<file path="src/rtl/strx_pkg.sv">
package strx_pkg;

  localparam int BYTE_W = 8;

  typedef enum logic [1:0] {
    OP_MOVE  = 2'b00,
    OP_LOAD  = 2'b01,
    OP_STORE = 2'b10,
    OP_NONE  = 2'b11
  } strx_op_e;

  typedef enum logic [2:0] {
    ST_IDLE  = 3'd0,
    ST_SETUP = 3'd1,
    ST_RD    = 3'd2,
    ST_WR    = 3'd3,
    ST_STEP  = 3'd4,
    ST_FIN   = 3'd5
  } strx_st_e;

endpackage

</file>
<file path="src/rtl/strx_phys_addr.sv">
module strx_phys_addr #(
  parameter int PTR_W     = 16,
  parameter int SEG_SHIFT = 4,
  localparam int ADDR_W   = PTR_W + SEG_SHIFT
) (
  input  logic [PTR_W-1:0]  seg,
  input  logic [PTR_W-1:0]  ptr,
  input  logic              hi,
  output logic [ADDR_W-1:0] addr
);

  logic [PTR_W-1:0] offset;

  // the high byte offset wraps inside the segment
  always_comb begin
    offset = ptr + {{(PTR_W-1){1'b0}}, hi};
    addr   = {seg, {SEG_SHIFT{1'b0}}} + {{SEG_SHIFT{1'b0}}, offset};
  end

endmodule

</file>
<file path="src/rtl/strx_ptr_reg.sv">
module strx_ptr_reg #(
  parameter int PTR_W = 16
) (
  input  logic             clk,
  input  logic             rst_n,
  input  logic             load,
  input  logic [PTR_W-1:0] load_val,
  input  logic             step,
  input  logic             dec,
  input  logic [1:0]       step_n,
  output logic [PTR_W-1:0] q
);

  logic [PTR_W-1:0] q_d;
  logic [PTR_W-1:0] delta;

  always_comb begin
    delta = {{(PTR_W-2){1'b0}}, step_n};
    q_d   = q;
    if (load) begin
      q_d = load_val;
    end else if (step) begin
      q_d = dec ? (q - delta) : (q + delta);
    end
  end

  always_ff @(posedge clk or negedge rst_n) begin
    if (!rst_n) begin
      q <= '0;
    end else begin
      q <= q_d;
    end
  end

  // a pointer moves only on load or step
  assert_ptr_hold_R4: assert property (@(posedge clk) disable iff (!rst_n)
    (!load && !step) |=> $stable(q));

  // a step changes the pointer
  assert_ptr_moves_R4: assert property (@(posedge clk) disable iff (!rst_n)
    (step && !load && step_n != 2'b00) |=> !$stable(q));

endmodule

</file>
<file path="src/rtl/strx_seq.sv">
module strx_seq
  import strx_pkg::*;
#(
  parameter int PTR_W      = 16,
  parameter int CNT_W      = 24,
  parameter int MOVE_COST  = 18,
  parameter int LOAD_COST  = 12,
  parameter int STORE_COST = 11,
  parameter int REP_COST   = 9,
  localparam int WORD_W    = 2 * BYTE_W
) (
  input  logic              clk,
  input  logic              rst_n,
  input  logic              start,
  input  logic [1:0]        op,
  input  logic              wide,
  input  logic              rep,
  input  logic              df,
  input  logic [PTR_W-1:0]  cx_in,
  input  logic [PTR_W-1:0]  ds_in,
  input  logic [PTR_W-1:0]  es_in,
  input  logic [WORD_W-1:0] ax_in,
  input  logic [BYTE_W-1:0] mem_rdata,
  output logic              busy,
  output logic              done,
  output logic              ptr_load,
  output logic              step_si,
  output logic              step_di,
  output logic [1:0]        step_n,
  output logic              dec,
  output logic              hi,
  output logic              rd,
  output logic              wr,
  output logic              sel_dst,
  output logic [BYTE_W-1:0] wdata,
  output logic [PTR_W-1:0]  ds_q,
  output logic [PTR_W-1:0]  es_q,
  output logic [PTR_W-1:0]  cx,
  output logic [WORD_W-1:0] ax,
  output logic [CNT_W-1:0]  cnt
);

  strx_st_e          st_q, st_d;
  strx_op_e          op_q, op_d;
  logic              wide_q, wide_d;
  logic              rep_q, rep_d;
  logic              df_q, df_d;
  logic              hi_q, hi_d;
  logic [PTR_W-1:0]  cx_q, cx_d;
  logic [PTR_W-1:0]  ds_d, es_d;
  logic [WORD_W-1:0] ax_q, ax_d;
  logic [BYTE_W-1:0] buf_q, buf_d;
  logic [CNT_W-1:0]  cnt_q, cnt_d;
  logic [CNT_W-1:0]  cost;

  always_comb begin
    case (op_q)
      OP_MOVE:  cost = CNT_W'(MOVE_COST);
      OP_LOAD:  cost = CNT_W'(LOAD_COST);
      OP_STORE: cost = CNT_W'(STORE_COST);
      default:  cost = '0;
    endcase
  end

  // next-state process
  always_comb begin
    st_d     = st_q;
    op_d     = op_q;
    wide_d   = wide_q;
    rep_d    = rep_q;
    df_d     = df_q;
    hi_d     = hi_q;
    cx_d     = cx_q;
    ds_d     = ds_q;
    es_d     = es_q;
    ax_d     = ax_q;
    buf_d    = buf_q;
    cnt_d    = cnt_q;
    ptr_load = 1'b0;
    step_si  = 1'b0;
    step_di  = 1'b0;
    rd       = 1'b0;
    wr       = 1'b0;
    wdata    = '0;
    case (st_q)
      ST_IDLE: begin
        if (start && (strx_op_e'(op) != OP_NONE)) begin
          st_d     = ST_SETUP;
          op_d     = strx_op_e'(op);
          wide_d   = wide;
          rep_d    = rep;
          df_d     = df;
          cx_d     = cx_in;
          ds_d     = ds_in;
          es_d     = es_in;
          ax_d     = ax_in;
          ptr_load = 1'b1;
          cnt_d    = rep ? CNT_W'(REP_COST) : '0;
        end
      end
      ST_SETUP: begin
        hi_d = 1'b0;
        if (rep_q && (cx_q == '0)) begin
          st_d = ST_FIN;
        end else begin
          st_d = (op_q == OP_STORE) ? ST_WR : ST_RD;
        end
      end
      ST_RD: begin
        rd = 1'b1;
        if (op_q == OP_MOVE) begin
          buf_d = mem_rdata;
        end else if (hi_q) begin
          ax_d[WORD_W-1:BYTE_W] = mem_rdata;
        end else begin
          ax_d[BYTE_W-1:0] = mem_rdata;
        end
        if (op_q == OP_MOVE) begin
          st_d = ST_WR;
        end else if (wide_q && !hi_q) begin
          hi_d = 1'b1;
        end else begin
          st_d = ST_STEP;
        end
      end
      ST_WR: begin
        wr = 1'b1;
        if (op_q == OP_MOVE) begin
          wdata = buf_q;
        end else begin
          wdata = hi_q ? ax_q[WORD_W-1:BYTE_W] : ax_q[BYTE_W-1:0];
        end
        if (wide_q && !hi_q) begin
          hi_d = 1'b1;
          st_d = (op_q == OP_MOVE) ? ST_RD : ST_WR;
        end else begin
          st_d = ST_STEP;
        end
      end
      ST_STEP: begin
        step_si = (op_q != OP_STORE);
        step_di = (op_q != OP_LOAD);
        cnt_d   = cnt_q + cost;
        if (rep_q) begin
          cx_d = cx_q - PTR_W'(1);
        end
        st_d = rep_q ? ST_SETUP : ST_FIN;
      end
      ST_FIN: begin
        st_d = ST_IDLE;
      end
      default: begin
        st_d = ST_IDLE;
      end
    endcase
  end

  // register process
  always_ff @(posedge clk or negedge rst_n) begin
    if (!rst_n) begin
      st_q   <= ST_IDLE;
      op_q   <= OP_MOVE;
      wide_q <= 1'b0;
      rep_q  <= 1'b0;
      df_q   <= 1'b0;
      hi_q   <= 1'b0;
      cx_q   <= '0;
      ds_q   <= '0;
      es_q   <= '0;
      ax_q   <= '0;
      buf_q  <= '0;
      cnt_q  <= '0;
    end else begin
      st_q   <= st_d;
      op_q   <= op_d;
      wide_q <= wide_d;
      rep_q  <= rep_d;
      df_q   <= df_d;
      hi_q   <= hi_d;
      cx_q   <= cx_d;
      ds_q   <= ds_d;
      es_q   <= es_d;
      ax_q   <= ax_d;
      buf_q  <= buf_d;
      cnt_q  <= cnt_d;
    end
  end

  assign busy    = (st_q != ST_IDLE);
  assign done    = (st_q == ST_FIN);
  assign step_n  = wide_q ? 2'd2 : 2'd1;
  assign dec     = df_q;
  assign hi      = hi_q;
  assign sel_dst = (st_q == ST_WR);
  assign cx      = cx_q;
  assign ax      = ax_q;
  assign cnt     = cnt_q;

  assert_done_pulse_R10: assert property (@(posedge clk) disable iff (!rst_n)
    done |=> !done);

  assert_load_no_write_R2: assert property (@(posedge clk) disable iff (!rst_n)
    (busy && op_q == OP_LOAD) |-> !wr);

  assert_store_no_read_R3: assert property (@(posedge clk) disable iff (!rst_n)
    (busy && op_q == OP_STORE) |-> !rd);

  assert_cx_hold_R9: assert property (@(posedge clk) disable iff (!rst_n)
    (busy && !rep_q) |=> $stable(cx_q));

  assert_zero_count_R8: assert property (@(posedge clk) disable iff (!rst_n)
    (st_q == ST_SETUP && rep_q && cx_q == '0) |=> done);

  assert_busy_hold_R11: assert property (@(posedge clk) disable iff (!rst_n)
    (busy && !done) |=> busy);

endmodule

</file>
<file path="src/rtl/strx_engine.sv">
module strx_engine
  import strx_pkg::*;
#(
  parameter int PTR_W      = 16,
  parameter int SEG_SHIFT  = 4,
  parameter int CNT_W      = 24,
  parameter int MOVE_COST  = 18,
  parameter int LOAD_COST  = 12,
  parameter int STORE_COST = 11,
  parameter int REP_COST   = 9,
  localparam int ADDR_W    = PTR_W + SEG_SHIFT,
  localparam int WORD_W    = 2 * BYTE_W
) (
  input  logic              clk,
  input  logic              rst_n,
  input  logic              start,
  input  logic [1:0]        op,
  input  logic              wide,
  input  logic              rep,
  input  logic              df,
  input  logic [PTR_W-1:0]  si_in,
  input  logic [PTR_W-1:0]  di_in,
  input  logic [PTR_W-1:0]  cx_in,
  input  logic [PTR_W-1:0]  ds_in,
  input  logic [PTR_W-1:0]  es_in,
  input  logic [WORD_W-1:0] ax_in,
  output logic [ADDR_W-1:0] mem_addr,
  output logic              mem_rd,
  input  logic [BYTE_W-1:0] mem_rdata,
  output logic              mem_wr,
  output logic [BYTE_W-1:0] mem_wdata,
  output logic              busy,
  output logic              done,
  output logic [PTR_W-1:0]  si_out,
  output logic [PTR_W-1:0]  di_out,
  output logic [PTR_W-1:0]  cx_out,
  output logic [WORD_W-1:0] ax_out,
  output logic [CNT_W-1:0]  state_cnt
);

  localparam int NPTR = 2;  // index 0 source, index 1 destination

  logic [1:0]        rst_sync;
  logic              rst_ni;
  logic              ptr_load;
  logic              step_si, step_di, dec, hi, sel_dst;
  logic [1:0]        step_n;
  logic [PTR_W-1:0]  ds_q, es_q;
  logic [PTR_W-1:0]  init_v [NPTR];
  logic [PTR_W-1:0]  seg_v  [NPTR];
  logic [PTR_W-1:0]  ptr_v  [NPTR];
  logic              step_v [NPTR];
  logic [ADDR_W-1:0] addr_v [NPTR];

  // reset asserts at once and leaves on a clock edge
  always_ff @(posedge clk or negedge rst_n) begin
    if (!rst_n) begin
      rst_sync <= 2'b00;
    end else begin
      rst_sync <= {rst_sync[0], 1'b1};
    end
  end
  assign rst_ni = rst_sync[1];

  strx_seq #(
    .PTR_W(PTR_W), .CNT_W(CNT_W), .MOVE_COST(MOVE_COST),
    .LOAD_COST(LOAD_COST), .STORE_COST(STORE_COST), .REP_COST(REP_COST)
  ) u_seq (
    .clk(clk), .rst_n(rst_ni), .start(start), .op(op), .wide(wide),
    .rep(rep), .df(df), .cx_in(cx_in), .ds_in(ds_in), .es_in(es_in),
    .ax_in(ax_in), .mem_rdata(mem_rdata), .busy(busy), .done(done),
    .ptr_load(ptr_load), .step_si(step_si), .step_di(step_di),
    .step_n(step_n), .dec(dec), .hi(hi), .rd(mem_rd), .wr(mem_wr),
    .sel_dst(sel_dst), .wdata(mem_wdata), .ds_q(ds_q), .es_q(es_q),
    .cx(cx_out), .ax(ax_out), .cnt(state_cnt)
  );

  assign init_v[0] = si_in;
  assign init_v[1] = di_in;
  assign seg_v[0]  = ds_q;
  assign seg_v[1]  = es_q;
  assign step_v[0] = step_si;
  assign step_v[1] = step_di;

  for (genvar g = 0; g < NPTR; g++) begin : g_ptr
    strx_ptr_reg #(.PTR_W(PTR_W)) u_ptr (
      .clk(clk), .rst_n(rst_ni), .load(ptr_load), .load_val(init_v[g]),
      .step(step_v[g]), .dec(dec), .step_n(step_n), .q(ptr_v[g])
    );
    strx_phys_addr #(.PTR_W(PTR_W), .SEG_SHIFT(SEG_SHIFT)) u_addr (
      .seg(seg_v[g]), .ptr(ptr_v[g]), .hi(hi), .addr(addr_v[g])
    );
  end

  assign mem_addr = sel_dst ? addr_v[1] : addr_v[0];
  assign si_out   = ptr_v[0];
  assign di_out   = ptr_v[1];

  assert_rw_exclusive_R1: assert property (@(posedge clk) disable iff (!rst_ni)
    !(mem_rd && mem_wr));

  assert_idle_quiet_R12: assert property (@(posedge clk) disable iff (!rst_ni)
    !busy |-> (!mem_rd && !mem_wr));

endmodule

</file>
<file path="config.mk">
export PLATFORM = sky130hd
export DESIGN_NAME = strx_engine
export DESIGN_NICKNAME = d
export VERILOG_FILES = /design/src/rtl/strx_pkg.sv /design/src/rtl/strx_phys_addr.sv /design/src/rtl/strx_ptr_reg.sv /design/src/rtl/strx_seq.sv /design/src/rtl/strx_engine.sv
export SDC_FILE = /design/constraint.sdc
export NUM_CORES = 1
export LEC_CHECK = 0
export BUFFER_PORTS_ARGS = -buffer_cell sky130_fd_sc_hd__buf_4
export CAP_MARGIN = 0
export CORE_ASPECT_RATIO = 0.9
export CORE_MARGIN = 2
export CORE_UTILIZATION = 55
export CTS_CLUSTER_DIAMETER = 40
export DETAILED_ROUTE_END_ITERATION = 10
export PLACE_DENSITY = 0.9
export SETUP_SLACK_MARGIN = 0.2
export SYNTH_ARGS = -nofsm -noshare
export SYNTH_HDL_FRONTEND = slang
export SYNTH_SLANG_ARGS = --single-unit
export TNS_END_PERCENT = 1
</file>
<file path="constraint.sdc">
create_clock -name clk -period 5.4 [get_ports clk]
set_clock_uncertainty 0.1 [all_clocks]
set_input_delay 1.08 -clock clk [delete_from_list [all_inputs] [get_ports clk]]
set_output_delay 1.08 -clock clk [all_outputs]
set_load 0.1 [all_outputs]
</file>
# --- Word-level counts from Yosys, hierarchy flattened ---
# Cells that the tools add are included.
classes:
  n_addsub: 10
  n_mul: 0
  n_div: 0
  n_lt_le_gt_ge: 0
  eq_ne: 16
  shifts: 0
  mux: 41
  bitwise: 0
  n_reduce_logical: 21
ops:
  columns: ["operator", "n"]
  rows:
  - ["2-to-1 mux 16 bit", 10]
  - ["one-hot mux 16 bit (2 select lines)", 2]
  - ["one-hot mux 24 bit (2 select lines)", 1]
  - ["adder 20 x 16 -> 20 bit", 2]
  - ["2-to-1 mux 8 bit", 5]
  - ["adder 16 x 1 -> 16 bit", 2]
  - ["adder 16 x 2 -> 16 bit", 2]
  - ["subtractor 16 x 2 -> 16 bit", 2]
  - ["adder 24 x 5 -> 24 bit", 1]
  - ["2-to-1 mux 24 bit", 1]
  - ["2-to-1 mux 20 bit", 1]
  - ["2-to-1 mux 3 bit", 6]
  - ["logical NOT 16 bit", 1]
  - ["subtractor 16 x 1 -> 16 bit (second input constant)", 1]
  - ["one-hot mux 3 bit (5 select lines)", 1]
  - ["one-hot mux 5 bit (3 select lines)", 1]
  - ["2-to-1 mux 1 bit", 10]
  - ["AND reduction 2 bit", 5]
  - ["inequality test 2 x 1 -> 1 bit (second input constant)", 4]
  - ["inequality test 2 bit (second input constant)", 4]
  - ["AND reduction 4 bit", 2]
  - ["nonzero test 2 bit", 4]
  - ["equality test 3 x 2 -> 1 bit (second input constant)", 2]
  - ["equality test 3 bit (second input constant)", 2]
  - ["other kinds (13)", 16]
totals:
  ff_bits: 139
  latch_bits: 0
  mem_bits_rw: 0
  mem_bits_ro: 0
  output_inout_bits: 120
  memories: 0

# --- Longest topological paths before layout ---
depth:
  ltp_word: 5
  ltp_mapped: 15
  depth_no_buf: 15

# --- Modules after synthesis ---
# From an unflattened synthesis, not the netlist that was laid out.
hier_totals:
  hier_cells: 1188
  hier_area_um2: 10741.6
modules_own_cells:
  columns: ["mod", "n_inst", "cells_each", "area_each_um2"]
  rows:
  - ["strx_seq", 1, 584, 5542.8]
  - ["strx_ptr_reg (g_ptr[1].u_ptr)", 1, 163, 1472.7]
  - ["strx_ptr_reg (g_ptr[0].u_ptr)", 1, 156, 1440.1]
  - ["strx_phys_addr (g_ptr[0].u_addr)", 1, 137, 999.7]
  - ["strx_phys_addr (g_ptr[1].u_addr)", 1, 123, 909.6]
  - ["strx_engine", 1, 25, 376.6]

# --- Worst setup path after synthesis ---
# Ideal clock, no wire load.
synth_path:
  path_type: "register to output"
  start: "reg g_ptr[0].u_ptr.q[0]"
  end: "out mem_addr[13]"
  arrival_time_ps: 5600
  t_required_ps: 4220
  slack_ps: -1380
  stages_incl_launch_ff: 15
  path_buffers: 0
  cell_sequence: "dfrtp_1 -> ha_1 -> ha_1 -> nand3_1 -> nor2_1 -> nand2_1 -> xnor2_1 -> ha_1 -> a21oi_1 -> nor2b_1 -> o31a_1 -> o31ai_1 -> o21ai_0 -> xnor2_1 -> o21ai_0"
synth_via:
  elab_chain_len: 3
synth_rtl:
  columns: ["element", "line", "text"]
  rows:
  - ["start: declaration", "strx_ptr_reg.sv:11", "output logic [PTR_W-1:0] q"]
  - ["start signal: assignment", "strx_ptr_reg.sv:31", "q <= q_d;"]
  - ["adder 16 x 1 -> 16 bit", "strx_phys_addr.sv:16", "offset = ptr + {{(PTR_W-1){1'b0}}, hi};"]
  - ["adder 20 x 16 -> 20 bit", "strx_phys_addr.sv:17", "addr = {seg, {SEG_SHIFT{1'b0}}} + {{SEG_SHIFT{1'b0}}, offset};"]
  - ["2-to-1 mux 20 bit", "strx_engine.sv:95", "assign mem_addr = sel_dst ? addr_v[1] : addr_v[0];"]
  - ["end: declaration", "strx_engine.sv:27", "output logic [ADDR_W-1:0] mem_addr,"]
# No other way between the ends.

# --- Final worst setup path ---
layout_path:
  start: "reg g_ptr[0].u_ptr.q[0]"
  end: "out mem_addr[19]"
# Same word-level chain as after synthesis.

==> results.yml <==
timing:
  slew_headroom_pct: 15.7
  post-route-period-util_pct: 93.3
  worstMarginPinSlew_ns: 1.26
  finalSetupTns_ns: 0
  post-route-worst-setup-slack_ns: 0.363
  setup_repair_after_global_routing_missed_its_margin: "true"
  fmaxAchievable_ghz: 0.199
  slew_violations: 0
  timing.final.hold_violations: 0
  hold_slack_ns: 0.257
  finish_stage_setup_viols: 0
  final_period_minus_worst_setup_slack_ns: 5.04
drt:
  antenna_left: 0
  wl_per_cell_um: 17.4
  detail_route.first_pass.iterations: 6
  wirelength_mm: 28.9
  num_vias: 9751
  detailedRoute.firstIterationViolations: 663
  vias_per_cell: 5.89
  number_of_drc_violations_after_detailed_routing: 0
logic_synthesis:
  yosys_warnings: 0
  synth_adder_area_share_pct: 10.3
  syn_inst: 1184
  xor_xnor_fraction_of_synth_area_pct: 6.65
  synth_top_cell_by_area: "sky130_fd_sc_hd__dfrtp_1"
  synth_compound_gate_area_share_pct: 19.6
  netlist-cell-type-count: 74
  synth_mux_area_share_pct: 4.46
  post-synth-top-area-fraction_pct: 35.2
  synth-simple-area-share_pct: 20.6
  synth_top_family_by_area: "simple AND/OR/NAND/NOR gates"
  seq_total_area_yosys_pct: 35.2
  synth_edf_count: 0
  postSynthNetCount: 1374
  ys_dominant_reg_cell: "sky130_fd_sc_hd__dfrtp_1"
  async_flop_share_pct: 100
  synth.cell_area_um2: 9870
  synth.avg_cell_area_um2: 8.34
  synth.top_cells.by_area: "sky130_fd_sc_hd__dfrtp_1 35%, sky130_fd_sc_hd__ha_1 9.3%, sky130_fd_sc_hd__nand2_1 8.3%"
  ys_ff_latch: 139
floorplan:
  horizontal_die_dimension_um: 145
  placement_rows: 46
  core_area_um2: 17600
  initial_utilization_pct: 56.1
  die_area_um2: 19000
  die_y_um: 131
  i_o_pins: 232
finish:
  seq_area_um2: 3480
  final_layout_size_suffix_gt1_share_pct: 22.5
  multi_input_combinational_cell_area_um2: 6190
  layout.cells.most_common_list: "237 x sky130_fd_sc_hd__buf_4, 216 x sky130_fd_sc_hd__nand2_1, 138 x sky130_fd_sc_hd__dfrtp_1, 109 x sky130_fd_sc_hd__a21oi_1, 92 x sky130_fd_sc_hd__nor2_1"
  final_nets: 1593
  final_core_utilization_pct: 71.3
  syn_to_final_growth_pct: 27.1
  final_common_cell: "sky130_fd_sc_hd__buf_4"
  fill_cells: 1350
clock_tree:
  clock-root-buffer: "sky130_fd_sc_hd__clkbuf_16"
  source_to_sink_clock_delay_at_the_later_pin_of_the_worst_skew_pair_ns: 0.42
  cts_htree_levels: 4
  clockBufferDepth: 2
  cts_made_buffers: 17
  clk_pin_slew_ns: 0.06
  cts_num_sinks: 139
  cts-hold-fix-buffers: 0
  cts_tree: "done"
flow_run:
  drv.max_cap_violation_count: 0
critical_path:
  timing.critical_path.cells: "ha_2 -> ha_1 -> nand3_2 -> nor2_4 -> nand2_1 -> xnor2_1 -> ha_1 -> a21oi_1 -> nor2b_1 -> o31a_1 -> a2111oi_4 -> nor2_1 -> xnor2_1 -> mux2i_2 -> buf_6"
  crit_path_max_fanout: 5
  crit_arrival_ns: 3.86
  critical_path_required_ns: 4.22
  reg_to_reg_endpoint: "u_seq.cnt[22]$_DFFE_PN0P_"
  path_depth_of_the_worst_reg2reg_path: 12
  timing.critical_path.buf_inv: 1
  worst-r2r-setup-slack_ns: 1.93
  worstSetupPathType: "register to output pin"
  regToRegStartpoint: "u_seq.op_q[0]$_DFFE_PN0P_"
  worstSetupEndpointType: "output pin"
  worstSetupStartpointType: "register"
  critical-path-top-delay-family: "compound AO/OA/AOI/OAI gates"
  slowest_delay_ns: 0.41
  cp_slowest_cell: "sky130_fd_sc_hd__dfrtp_1"
worst_hold_path:
  min_from: "rst_sync[0]$_DFF_PN0_"
  worstHoldEndpoint: "rst_sync[1]$_DFF_PN0_"
  worst_hold_path.num_cells: 0
  min_path_type: "register to register"
global_route:
  grt_start_max_net_pins: 77
  grt_overflow_total: 0
  vias_in_the_first_global_route: 9362
  track_usage_pct: 29.7
  antenna_found_initial: 0
  grt_first_pass_wirelength_mm: 46.3
run_status:
  status: "finished, final reports clean"
placed_design:
  place_worst_setup_slack_ns: 0.581
  finalWeightedCongestion: 0.947
  post-dp-hpwl_mm: 21.2
  io_buffer_count: 231
[kinds of logic (layout without fill, tap and decap cells)]
logic type,Yosys count,count (layout)
simple gates,454,454
compound gates,322,322
flops,139,139
fa+ha+maj,78,78
xor+xnor,75,75
buf+inv,72,303
mux,43,43
other cells,1,2
[stage by stage]
stage                     cells  instance area, µm²
final                      1656               12600
after global routing       1655               12500
after CTS                  1654               12400
after detailed placement   1623               11900
after global placement     1623               11900
after floorplan            1184                9900
[worst max-delay path by stage]
| stage | cells past startpoint | to | from | slack, ns |
|---|---|---|---|---|
| floorplan | 14 | mem_addr[17] | g_ptr[0].u_ptr.q[0]$_DFFE_PN0P_ | -0.40 |
| CTS | 16 | mem_addr[16] | u_seq.hi$_DFFE_PN0P_ | 0.19 |
| global route | 16 | mem_addr[16] | g_ptr[0].u_ptr.q[0]$_DFFE_PN0P_ | 0.14 |
| global placement | 15 | mem_addr[19] | g_ptr[0].u_ptr.q[0]$_DFFE_PN0P_ | 0.73 |
| finish | 15 | mem_addr[19] | g_ptr[0].u_ptr.q[0]$_DFFE_PN0P_ | 0.36 |
| detailed placement | 15 | mem_addr[19] | g_ptr[0].u_ptr.q[0]$_DFFE_PN0P_ | 0.58 |
[layer usage]
layer / up-vias / share of wire, % / GRT usage [%]
li1: 4637 / - / -
met5: - / 0 / 0
met3: 54 / 9.2 / 8.09
met1: 4629 / 41 / 38.1
met4: 0 / 2.7 / 10.3
met2: 431 / 47 / 48.5
[layout make-up]
cell class / instances / area share, %
diodes: 1 / 0.0199
clock buffers: 17 / 3.39
clock inverters: 14 / 1.27
inverters: 27 / 0.847
multi-input cells: 973 / 49.3
flip-flops and latches: 139 / 27.7
well taps: 240 / 2.39
repair buffers: 245 / 15.0
[state kept, by name (all words and copies together), names as in the netlist]
signal / count
g_ptr.u_ptr.q: 32
u_seq.rep_q: 1
u_seq.es_q: 16
u_seq.buf_q: 8
u_seq.st_q: 3
u_seq.dec: 1
u_seq.wide_q: 1
u_seq.cnt: 24
u_seq.ax: 16
u_seq.hi: 1
u_seq.ds_q: 16
u_seq.op_q: 2
u_seq.cx: 16
rst_sync: 2
[worst reg2reg max path, stage by stage, from the launching register on]
cell and delay (ns):
sky130_fd_sc_hd__dfrtp_1 0.38, sky130_fd_sc_hd__inv_1 0.12, sky130_fd_sc_hd__ha_1 0.68, sky130_fd_sc_hd__nor2_1 0.18, sky130_fd_sc_hd__fa_1 0.47, sky130_fd_sc_hd__inv_1 0.07
sky130_fd_sc_hd__a21oi_1 0.06, sky130_fd_sc_hd__o21bai_1 0.22, sky130_fd_sc_hd__a21o_1 0.18, sky130_fd_sc_hd__nor2b_1 0.32, sky130_fd_sc_hd__and2_1 0.26, sky130_fd_sc_hd__nand4_1 0.13
sky130_fd_sc_hd__mux2i_1 0.19
[synthesized netlist by cell type, types with 3 or more instances]
cell	n
sky130_fd_sc_hd__nand2_1	217
sky130_fd_sc_hd__dfrtp_1	139
sky130_fd_sc_hd__a21oi_1	113
sky130_fd_sc_hd__nor2_1	94
sky130_fd_sc_hd__o21ai_0	87
sky130_fd_sc_hd__ha_1	73
sky130_fd_sc_hd__xnor2_1	47
sky130_fd_sc_hd__nand3_1	40
sky130_fd_sc_hd__mux2i_1	35
sky130_fd_sc_hd__clkbuf_1	32
sky130_fd_sc_hd__xor2_1	28
sky130_fd_sc_hd__a21o_1	25
sky130_fd_sc_hd__inv_1	25
sky130_fd_sc_hd__and3_1	17
sky130_fd_sc_hd__nor3_1	16
sky130_fd_sc_hd__nand2b_1	15
sky130_fd_sc_hd__nor2b_1	12
sky130_fd_sc_hd__a31oi_1	11
sky130_fd_sc_hd__nand4_1	10
sky130_fd_sc_hd__o31ai_1	10
sky130_fd_sc_hd__o211ai_1	9
sky130_fd_sc_hd__a22oi_1	8
sky130_fd_sc_hd__mux2_2	8
sky130_fd_sc_hd__o21ai_1	8
sky130_fd_sc_hd__buf_1	6
sky130_fd_sc_hd__a21boi_1	5
sky130_fd_sc_hd__and2_1	5
sky130_fd_sc_hd__fa_1	5
sky130_fd_sc_hd__nor3b_1	5
sky130_fd_sc_hd__o21bai_1	5
sky130_fd_sc_hd__a211oi_1	4
sky130_fd_sc_hd__buf_2	4
sky130_fd_sc_hd__o21a_1	4
sky130_fd_sc_hd__nor4_1	3
sky130_fd_sc_hd__o2111ai_1	3
sky130_fd_sc_hd__o22ai_1	3
sky130_fd_sc_hd__or3_1	3
[what timing repair did]
item	in CTS	in global routing
setup endpoints to repair	4	8
resized for setup	3	22
pin swaps	0	2
setup buffers	0	1
Power is left out: the tool's default activity adds up to more than one toggle a clock period on the data nets, which glitch-free logic cannot reach.
